===== src/rtl/idx_agen_pkg.sv =====
package idx_agen_pkg;
  localparam logic [2:0] AM_ABS_X = 3'd0;
  localparam logic [2:0] AM_ABS_Y = 3'd1;
  localparam logic [2:0] AM_ZP_X  = 3'd2;
  localparam logic [2:0] AM_ZP_Y  = 3'd3;
  localparam logic [2:0] AM_IND_Y = 3'd4;

  localparam logic [1:0] AK_READ  = 2'd0;
  localparam logic [1:0] AK_WRITE = 2'd1;
  localparam logic [1:0] AK_RMW   = 2'd2;

  typedef enum logic [1:0] {ST_IDLE, ST_FETCH, ST_ADDR, ST_FIX} agen_st_e;
  typedef enum logic [1:0] {PF_IDLE, PF_LO, PF_HI} fetch_st_e;
endpackage


===== src/rtl/idx_agen_rst_sync.sv =====
module idx_agen_rst_sync #(
  parameter int STAGES = 2
) (
  input  logic clk,
  input  logic rst_n,
  output logic rst_sync_n
);
  logic [STAGES-1:0] chain_q;

  always_ff @(posedge clk or negedge rst_n) begin
    if (!rst_n) chain_q <= '0;
    else        chain_q <= {chain_q[STAGES-2:0], 1'b1};
  end

  assign rst_sync_n = chain_q[STAGES-1];
endmodule


===== src/rtl/idx_agen_sum.sv =====
module idx_agen_sum #(
  parameter int DW = 8
) (
  input  logic            zp_mode,
  input  logic [2*DW-1:0] base,
  input  logic [DW-1:0]   idx,
  output logic [2*DW-1:0] sum,
  output logic [2*DW-1:0] stale,
  output logic            carry
);
  logic [DW:0]   lo_ext;
  logic [DW-1:0] hi_inc;

  always_comb begin
    lo_ext = {1'b0, base[DW-1:0]} + {1'b0, idx};
    hi_inc = base[2*DW-1:DW] + {{(DW-1){1'b0}}, lo_ext[DW]};
    if (zp_mode) begin
      sum   = {{DW{1'b0}}, lo_ext[DW-1:0]};
      stale = {{DW{1'b0}}, lo_ext[DW-1:0]};
      carry = 1'b0;
    end else begin
      sum   = {hi_inc, lo_ext[DW-1:0]};
      stale = {base[2*DW-1:DW], lo_ext[DW-1:0]};
      carry = lo_ext[DW];
    end
  end
endmodule


===== src/rtl/idx_agen_fetch.sv =====
module idx_agen_fetch
  import idx_agen_pkg::*;
#(
  parameter int DW = 8
) (
  input  logic            clk,
  input  logic            rst_n,
  input  logic            go,
  input  logic [DW-1:0]   ptr,
  output logic            mem_req,
  output logic [2*DW-1:0] mem_addr,
  input  logic [DW-1:0]   mem_rdata,
  input  logic            mem_ack,
  output logic            done,
  output logic [2*DW-1:0] base_out
);
  fetch_st_e     st_q, st_d;
  logic [DW-1:0] ptr_q, lo_q;
  logic          ptr_en, lo_en;

  always_comb begin
    st_d   = st_q;
    ptr_en = 1'b0;
    lo_en  = 1'b0;
    done   = 1'b0;
    case (st_q)
      PF_IDLE: if (go) begin st_d = PF_LO; ptr_en = 1'b1; end
      PF_LO:   if (mem_ack) begin st_d = PF_HI; lo_en = 1'b1; end
      PF_HI:   if (mem_ack) begin st_d = PF_IDLE; done = 1'b1; end
      default: st_d = PF_IDLE;
    endcase
  end

  always_ff @(posedge clk or negedge rst_n) begin
    if (!rst_n) begin
      st_q  <= PF_IDLE;
      ptr_q <= '0;
      lo_q  <= '0;
    end else begin
      st_q <= st_d;
      if (ptr_en) ptr_q <= ptr;
      if (lo_en)  lo_q  <= mem_rdata;
    end
  end

  assign mem_req  = (st_q == PF_LO) || (st_q == PF_HI);
  assign mem_addr = {{DW{1'b0}}, (st_q == PF_HI) ? ptr_q + 1'b1 : ptr_q};
  assign base_out = {mem_rdata, lo_q};

  assert_req_hold_R8: assert property (@(posedge clk) disable iff (!rst_n)
    mem_req && !mem_ack |=> mem_req && $stable(mem_addr));
  assert_ptr_page0_R5: assert property (@(posedge clk) disable iff (!rst_n)
    mem_req |-> mem_addr[2*DW-1:DW] == '0);
endmodule


===== src/rtl/idx_agen.sv =====
module idx_agen
  import idx_agen_pkg::*;
#(
  parameter int DW = 8
) (
  input  logic            clk,
  input  logic            rst_n,
  input  logic            start,
  input  logic [2:0]      mode,
  input  logic [1:0]      kind,
  input  logic [2*DW-1:0] base,
  input  logic [DW-1:0]   idx_x,
  input  logic [DW-1:0]   idx_y,
  output logic            busy,
  output logic            mem_req,
  output logic [2*DW-1:0] mem_addr,
  input  logic [DW-1:0]   mem_rdata,
  input  logic            mem_ack,
  output logic            addr_vld,
  output logic            addr_last,
  output logic [2*DW-1:0] eff_addr,
  output logic            page_pen,
  output logic            cyc_adj
);
  localparam int AW = 2 * DW;

  logic          rst_s_n;
  agen_st_e      st_q, st_d;
  logic [2:0]    mode_q;
  logic [1:0]    kind_q;
  logic [AW-1:0] base_q, base_d;
  logic [DW-1:0] idx_q;
  logic          cap_en, base_en, fetch_go, fetch_done;
  logic [AW-1:0] fetch_base, sum_w, stale_w;
  logic          carry_w, zp_q, read_q, pen_w;

  idx_agen_rst_sync #(.STAGES(2)) u_rst (
    .clk(clk), .rst_n(rst_n), .rst_sync_n(rst_s_n));

  idx_agen_fetch #(.DW(DW)) u_fetch (
    .clk(clk), .rst_n(rst_s_n), .go(fetch_go), .ptr(base[DW-1:0]),
    .mem_req(mem_req), .mem_addr(mem_addr), .mem_rdata(mem_rdata),
    .mem_ack(mem_ack), .done(fetch_done), .base_out(fetch_base));

  assign zp_q   = (mode_q == AM_ZP_X) || (mode_q == AM_ZP_Y);
  assign read_q = (kind_q == AK_READ);

  idx_agen_sum #(.DW(DW)) u_sum (
    .zp_mode(zp_q), .base(base_q), .idx(idx_q),
    .sum(sum_w), .stale(stale_w), .carry(carry_w));

  assign pen_w = read_q && carry_w;

  always_comb begin
    st_d     = st_q;
    cap_en   = 1'b0;
    base_en  = 1'b0;
    base_d   = base_q;
    fetch_go = 1'b0;
    case (st_q)
      ST_IDLE: if (start) begin
        cap_en  = 1'b1;
        base_en = 1'b1;
        if (mode == AM_IND_Y) begin
          st_d     = ST_FETCH;
          fetch_go = 1'b1;
          base_d   = '0;
        end else begin
          st_d   = ST_ADDR;
          base_d = base;
        end
      end
      ST_FETCH: if (fetch_done) begin
        st_d    = ST_ADDR;
        base_en = 1'b1;
        base_d  = fetch_base;
      end
      ST_ADDR: st_d = pen_w ? ST_FIX : ST_IDLE;
      ST_FIX:  st_d = ST_IDLE;
      default: st_d = ST_IDLE;
    endcase
  end

  always_ff @(posedge clk or negedge rst_s_n) begin
    if (!rst_s_n) begin
      st_q   <= ST_IDLE;
      mode_q <= AM_ABS_X;
      kind_q <= AK_READ;
      base_q <= '0;
      idx_q  <= '0;
    end else begin
      st_q <= st_d;
      if (cap_en) begin
        mode_q <= mode;
        kind_q <= kind;
        idx_q  <= (mode == AM_ABS_Y || mode == AM_ZP_Y || mode == AM_IND_Y)
                  ? idx_y : idx_x;
      end
      if (base_en) base_q <= base_d;
    end
  end

  assign busy      = (st_q != ST_IDLE);
  assign addr_vld  = (st_q == ST_ADDR) || (st_q == ST_FIX);
  assign addr_last = (st_q == ST_FIX) || ((st_q == ST_ADDR) && !pen_w);
  assign eff_addr  = !addr_vld ? '0 :
                     ((st_q == ST_ADDR) && pen_w) ? stale_w : sum_w;
  assign page_pen  = addr_vld && pen_w;
  assign cyc_adj   = addr_vld && !zp_q && (read_q ? carry_w : 1'b1);

  assert_zp_wrap_R4: assert property (@(posedge clk) disable iff (!rst_s_n)
    addr_vld && zp_q |-> eff_addr[AW-1:DW] == '0 && !page_pen && !cyc_adj);
  assert_fix_follows_R2: assert property (@(posedge clk) disable iff (!rst_s_n)
    addr_vld && !addr_last |=> addr_vld && addr_last &&
      eff_addr[DW-1:0] == $past(eff_addr[DW-1:0]) &&
      eff_addr[AW-1:DW] == $past(eff_addr[AW-1:DW]) + 1'b1);
  assert_no_write_pen_R7: assert property (@(posedge clk) disable iff (!rst_s_n)
    addr_vld && !read_q && !zp_q |-> addr_last && !page_pen && cyc_adj);
  assert_start_ignored_R9: assert property (@(posedge clk) disable iff (!rst_s_n)
    busy && start |=> $stable(mode_q) && $stable(kind_q));
  assert_idle_quiet_R9: assert property (@(posedge clk) disable iff (!rst_s_n)
    !busy |-> !addr_vld && !mem_req);
endmodule


===== config.mk =====
export PLATFORM = sky130hd
export DESIGN_NAME = idx_agen
export DESIGN_NICKNAME = d
export VERILOG_FILES = /design/src/rtl/idx_agen_pkg.sv /design/src/rtl/idx_agen_rst_sync.sv /design/src/rtl/idx_agen_sum.sv /design/src/rtl/idx_agen_fetch.sv /design/src/rtl/idx_agen.sv
export SDC_FILE = /design/constraint.sdc
export NUM_CORES = 1
export LEC_CHECK = 0
export BUFFER_PORTS_ARGS = -buffer_cell sky130_fd_sc_hd__buf_2
export CAP_MARGIN = 10
export CELL_PAD_IN_SITES_DETAIL_PLACEMENT = 2
export CELL_PAD_IN_SITES_GLOBAL_PLACEMENT = 2
export CORE_AREA = 2 2 102 104
export CTS_CLUSTER_SIZE = 14
export DETAILED_ROUTE_END_ITERATION = 8
export DIE_AREA = 0 0 104 106
export GPL_TIMING_DRIVEN = 0
export PLACE_DENSITY_LB_ADDON = 0.25
export SYNTH_ARGS = -nofsm -noshare
export SYNTH_HDL_FRONTEND = slang
export SYNTH_HIERARCHICAL = 1
export SYNTH_SLANG_ARGS = --single-unit

===== constraint.sdc =====
create_clock -name clk -period 4.5 [get_ports clk]
set_input_delay 0.675 -clock clk [delete_from_list [all_inputs] [get_ports clk]]
set_output_delay 0.675 -clock clk [all_outputs]
set_load 0.01 [all_outputs]

==> flow_summary_export.csv <==
group,metric,value,unit
placement,place.gp.congestion,0.760,
finish,antenna_cells,0,
worst_setup_path,crit_path_top_delay_cell,"dfrtp_1",
drt,post_drt_wl_per_cell,17.2,um
die,coreArea,0.0100,sq mm
global_routing,grt_pass1_vias,3203,
cts,cts_root_buffer,"clkbuf_8",
synthesis,synth-edff-count,0,
timing,hold_ws,0.126,ns
drt,drc,0,
cts,cts_buffers,5,
drt,antenna_left,0,
cts,cts_tree,"built",
cts,cts_setup_buffers,0,
power,powerDensity,810,mW/mm^2
worst_setup_path,crit_path_cell_trace,"ha_1 -> fa_1 -> a21o_1 -> a221oi_2 -> o21ai_2 -> ha_1 -> ha_1 -> and3_1 -> nand3_1 -> xor2_1 -> nor2_1 -> a22o_1 -> buf_2",
timing,finalHoldViolations,0,
global_routing,antenna_found_initial,0,
cts,htree_levels,2,
worst_setup_path,worst_path_largest_cell_delay,0.41,ns
global_routing,grt-ovfl-total,0,
min_path,hp-class,"in -> async",
die,num_io_pins,87,
cts,clk_path_buf_depth,2,
power,p_leak,1.96,nW
placement,io_buffers,78,
timing,max-slew-margin-rel,44.7,%
drt,drtIter0Drc,48,
drt,vias,2932,
synthesis,synth-seq-cells,50,
cts,clock-sinks,50,
power,fin_total_pwr,3.36,mW
synthesis,syn_area,0.00346,sq mm
worst_setup_path,cp-end-kind,"output pin",
power,ir_worst_vdd,0.300,mV
placement,hpwlAfterDp,8.05,mm
timing,fin_crit_sh,89.9,%
synthesis,ys_async_sr_fraction,100,%
die,die_area,0.0110,sq mm
global_routing,grt_pass1_wl,16.4,mm
synthesis,ys_types,54,
drt,routed_wl,9.86,mm
synthesis,synth_cells,343,
worst_setup_path,required,3.83,ns
drt,firstDrtPassIters,4,
timing,tightest_slew,0.828,ns
timing,rsz0062_at_grt,"no",
die,rows,37,
finish,drive_gt1_share,38.0,%
outcome,status,"finished clean",
finish,syn2layout_area_growth,20.1,%
timing,max_freq,0.247,GHz
worst_setup_path,crit_fanout,3,
synthesis,yosysWarnings,6,
timing,fin_skew,0.00756,ns
worst_setup_path,r2r-start,"base_q[0]$_DFFE_PN0P_",
die,start_util,34.6,%
cts,clk_pin_slew_worst_paths,0.09,ns
worst_setup_path,crit_path_frequent_cell,"ha_1",
timing,setup_viol,0,
cts,insertion_delay,0.31,ns
synthesis,synth-seq-area-share,36.2,%
worst_setup_path,cp-startpoint,"base_q[0]$_DFFE_PN0P_",
finish,nets,502,
global_routing,grt_max_degree,29,
worst_setup_path,startpoint_type,"register",
timing,finalSetupTns,0,ns
global_routing,grtUsageTotal,18.7,%
die,die_w,104,um
cts,cts_hold_buf,0,
synthesis,avgSynthCellArea,10.1,sq um
worst_setup_path,critical_path_arrival,3.37,ns
timing,timing_max_transition_violations_final,0,
worst_setup_path,crit_type,"reg -> out",
cts,cts_resized,0,
timing,min_period,4.05,ns
synthesis,synth_ff_type,"dfrtp_1",
die,die_y,106,um
drt,via_per_inst,5.12,
job,cap_viol_max_count,0,
## critical path, delay by kind of cell (launching register included)
kind	cells	cell delay [ns]
flops	1	0.41
xor+xnor	1	0.15
simple gates	3	0.37
fa+ha+maj	4	1.11
buf+inv	1	0.13
compound gates	4	0.89
## sequential cells by signal, indices dropped and copies added (netlist names)
| register | count |
|---|---|
| idx_q | 8 |
| u_fetch/st_q | 2 |
| base_q | 16 |
| st_q | 2 |
| kind_q | 2 |
| u_fetch/ptr_q | 8 |
| mode_q | 2 |
| u_fetch/lo_q | 8 |
| u_rst/chain_q | 2 |
## per-layer routing
metal,global-route usage (%),vias to the layer above,wire [um]
met2,33.3,60,4930
li1,-,1405,-
met4,5.31,0,112
met5,0,-,0
met3,3.00,9,387
met1,23.5,1458,4430
## layout make-up
| class | instances | area [sq um] |
|---|---|---|
| Clock inverter | 2 | 13.8 |
| Tap cell | 136 | 170 |
| Buffer | 44 | 295 |
| Clock buffer | 6 | 72.6 |
| Sequential cell | 50 | 1250 |
| Multi-Input combinational cell | 247 | 1910 |
| Fill cell | 1141 | 5840 |
| Timing Repair Buffer | 79 | 410 |
| Inverter | 9 | 33.8 |
## synthesized netlist by cell type, types with 4 or more instances
cell        n  area [sq um]
a211oi_1   15           113
a22o_1     16           140
a2bb2oi_1  15           131
a31oi_1     9          56.3
and3_1      4          25.0
buf_2      10          50.1
buf_4      25           188
clkbuf_1    5          18.8
dfrtp_1    50          1250
ha_1       16           200
inv_1       9          33.8
mux2_2     23           259
nand2_1     9          33.8
nand3_1    27           135
nor2_1     18          67.6
nor2b_1    14          87.6
o21ai_0     9          45.0
xnor2_1     8          70.1
xor2_1      9          78.8
## cell families after synthesis
logic type,count (synthesis),synth area share (%)
DFF,50,36.2
muxes,25,8.42
buffers and inverters,53,9.51
AOI/OAI and AO/OA,83,19.4
adders and majority gates,17,6.36
xor gates and xnor gates,17,4.30
other,2,0.217
and+or+nand+nor,96,15.7
## through the flow
stage	util, %	setup WS [ns]	area [sq um]	instances
2_1_floorplan	-	1.18	3490	350
3_3_place_gp	40.5	0.862	4050	564
3_5_place_dp	40.7	0.792	4070	565
4_1_cts	41.6	0.435	4160	573
5_1_grt	41.6	0.278	4160	573
6_report	41.6	0.454	4160	573
## layout by cell type, fill, tap and decap left out, types with 3 or more instances in the layout
master,n
buf_2,88
dfrtp_1,49
nand3_1,27
buf_4,25
mux2_2,23
nor2_1,18
a22o_1,16
ha_1,16
a211oi_1,15
a2bb2oi_1,15
nor2b_1,14
inv_1,9
nand2_1,9
o21ai_0,9
a31oi_1,9
xor2_1,9
conb_1,9
xnor2_1,8
clkbuf_1,6
clkbuf_8,5
and3_1,4
buf_6,3
nor3_1,3
and2_1,3
a221oi_1,3
nand4_1,3
a21oi_1,3
## final timing paths
check | endpoint | slack (ns) | depth (start not counted)
min | u_rst/chain_q[1]$_DFF_PN0_ | 0.13 | 1
max reg2reg | st_q[0]$_DFFE_PN0P_ | 1.84 | 9
min reg2reg | u_fetch/lo_q[6]$_DFFE_PN0P_ | 0.24 | 0
max | eff_addr[14] | 0.45 | 13
max in group asynchronous | u_fetch/ptr_q[6]$_DFFE_PN0P_ | 3.73 | 1
min in group clk | u_rst/chain_q[1]$_DFF_PN0_ | 0.36 | 0
## power by group
part,total (mW),switching (mW),internal [mW]
sequential,0.897,0.230,0.667
combinational,2.20,1.10,1.10
clock,0.265,0.155,0.110
(Power assumes the default switching activity.)
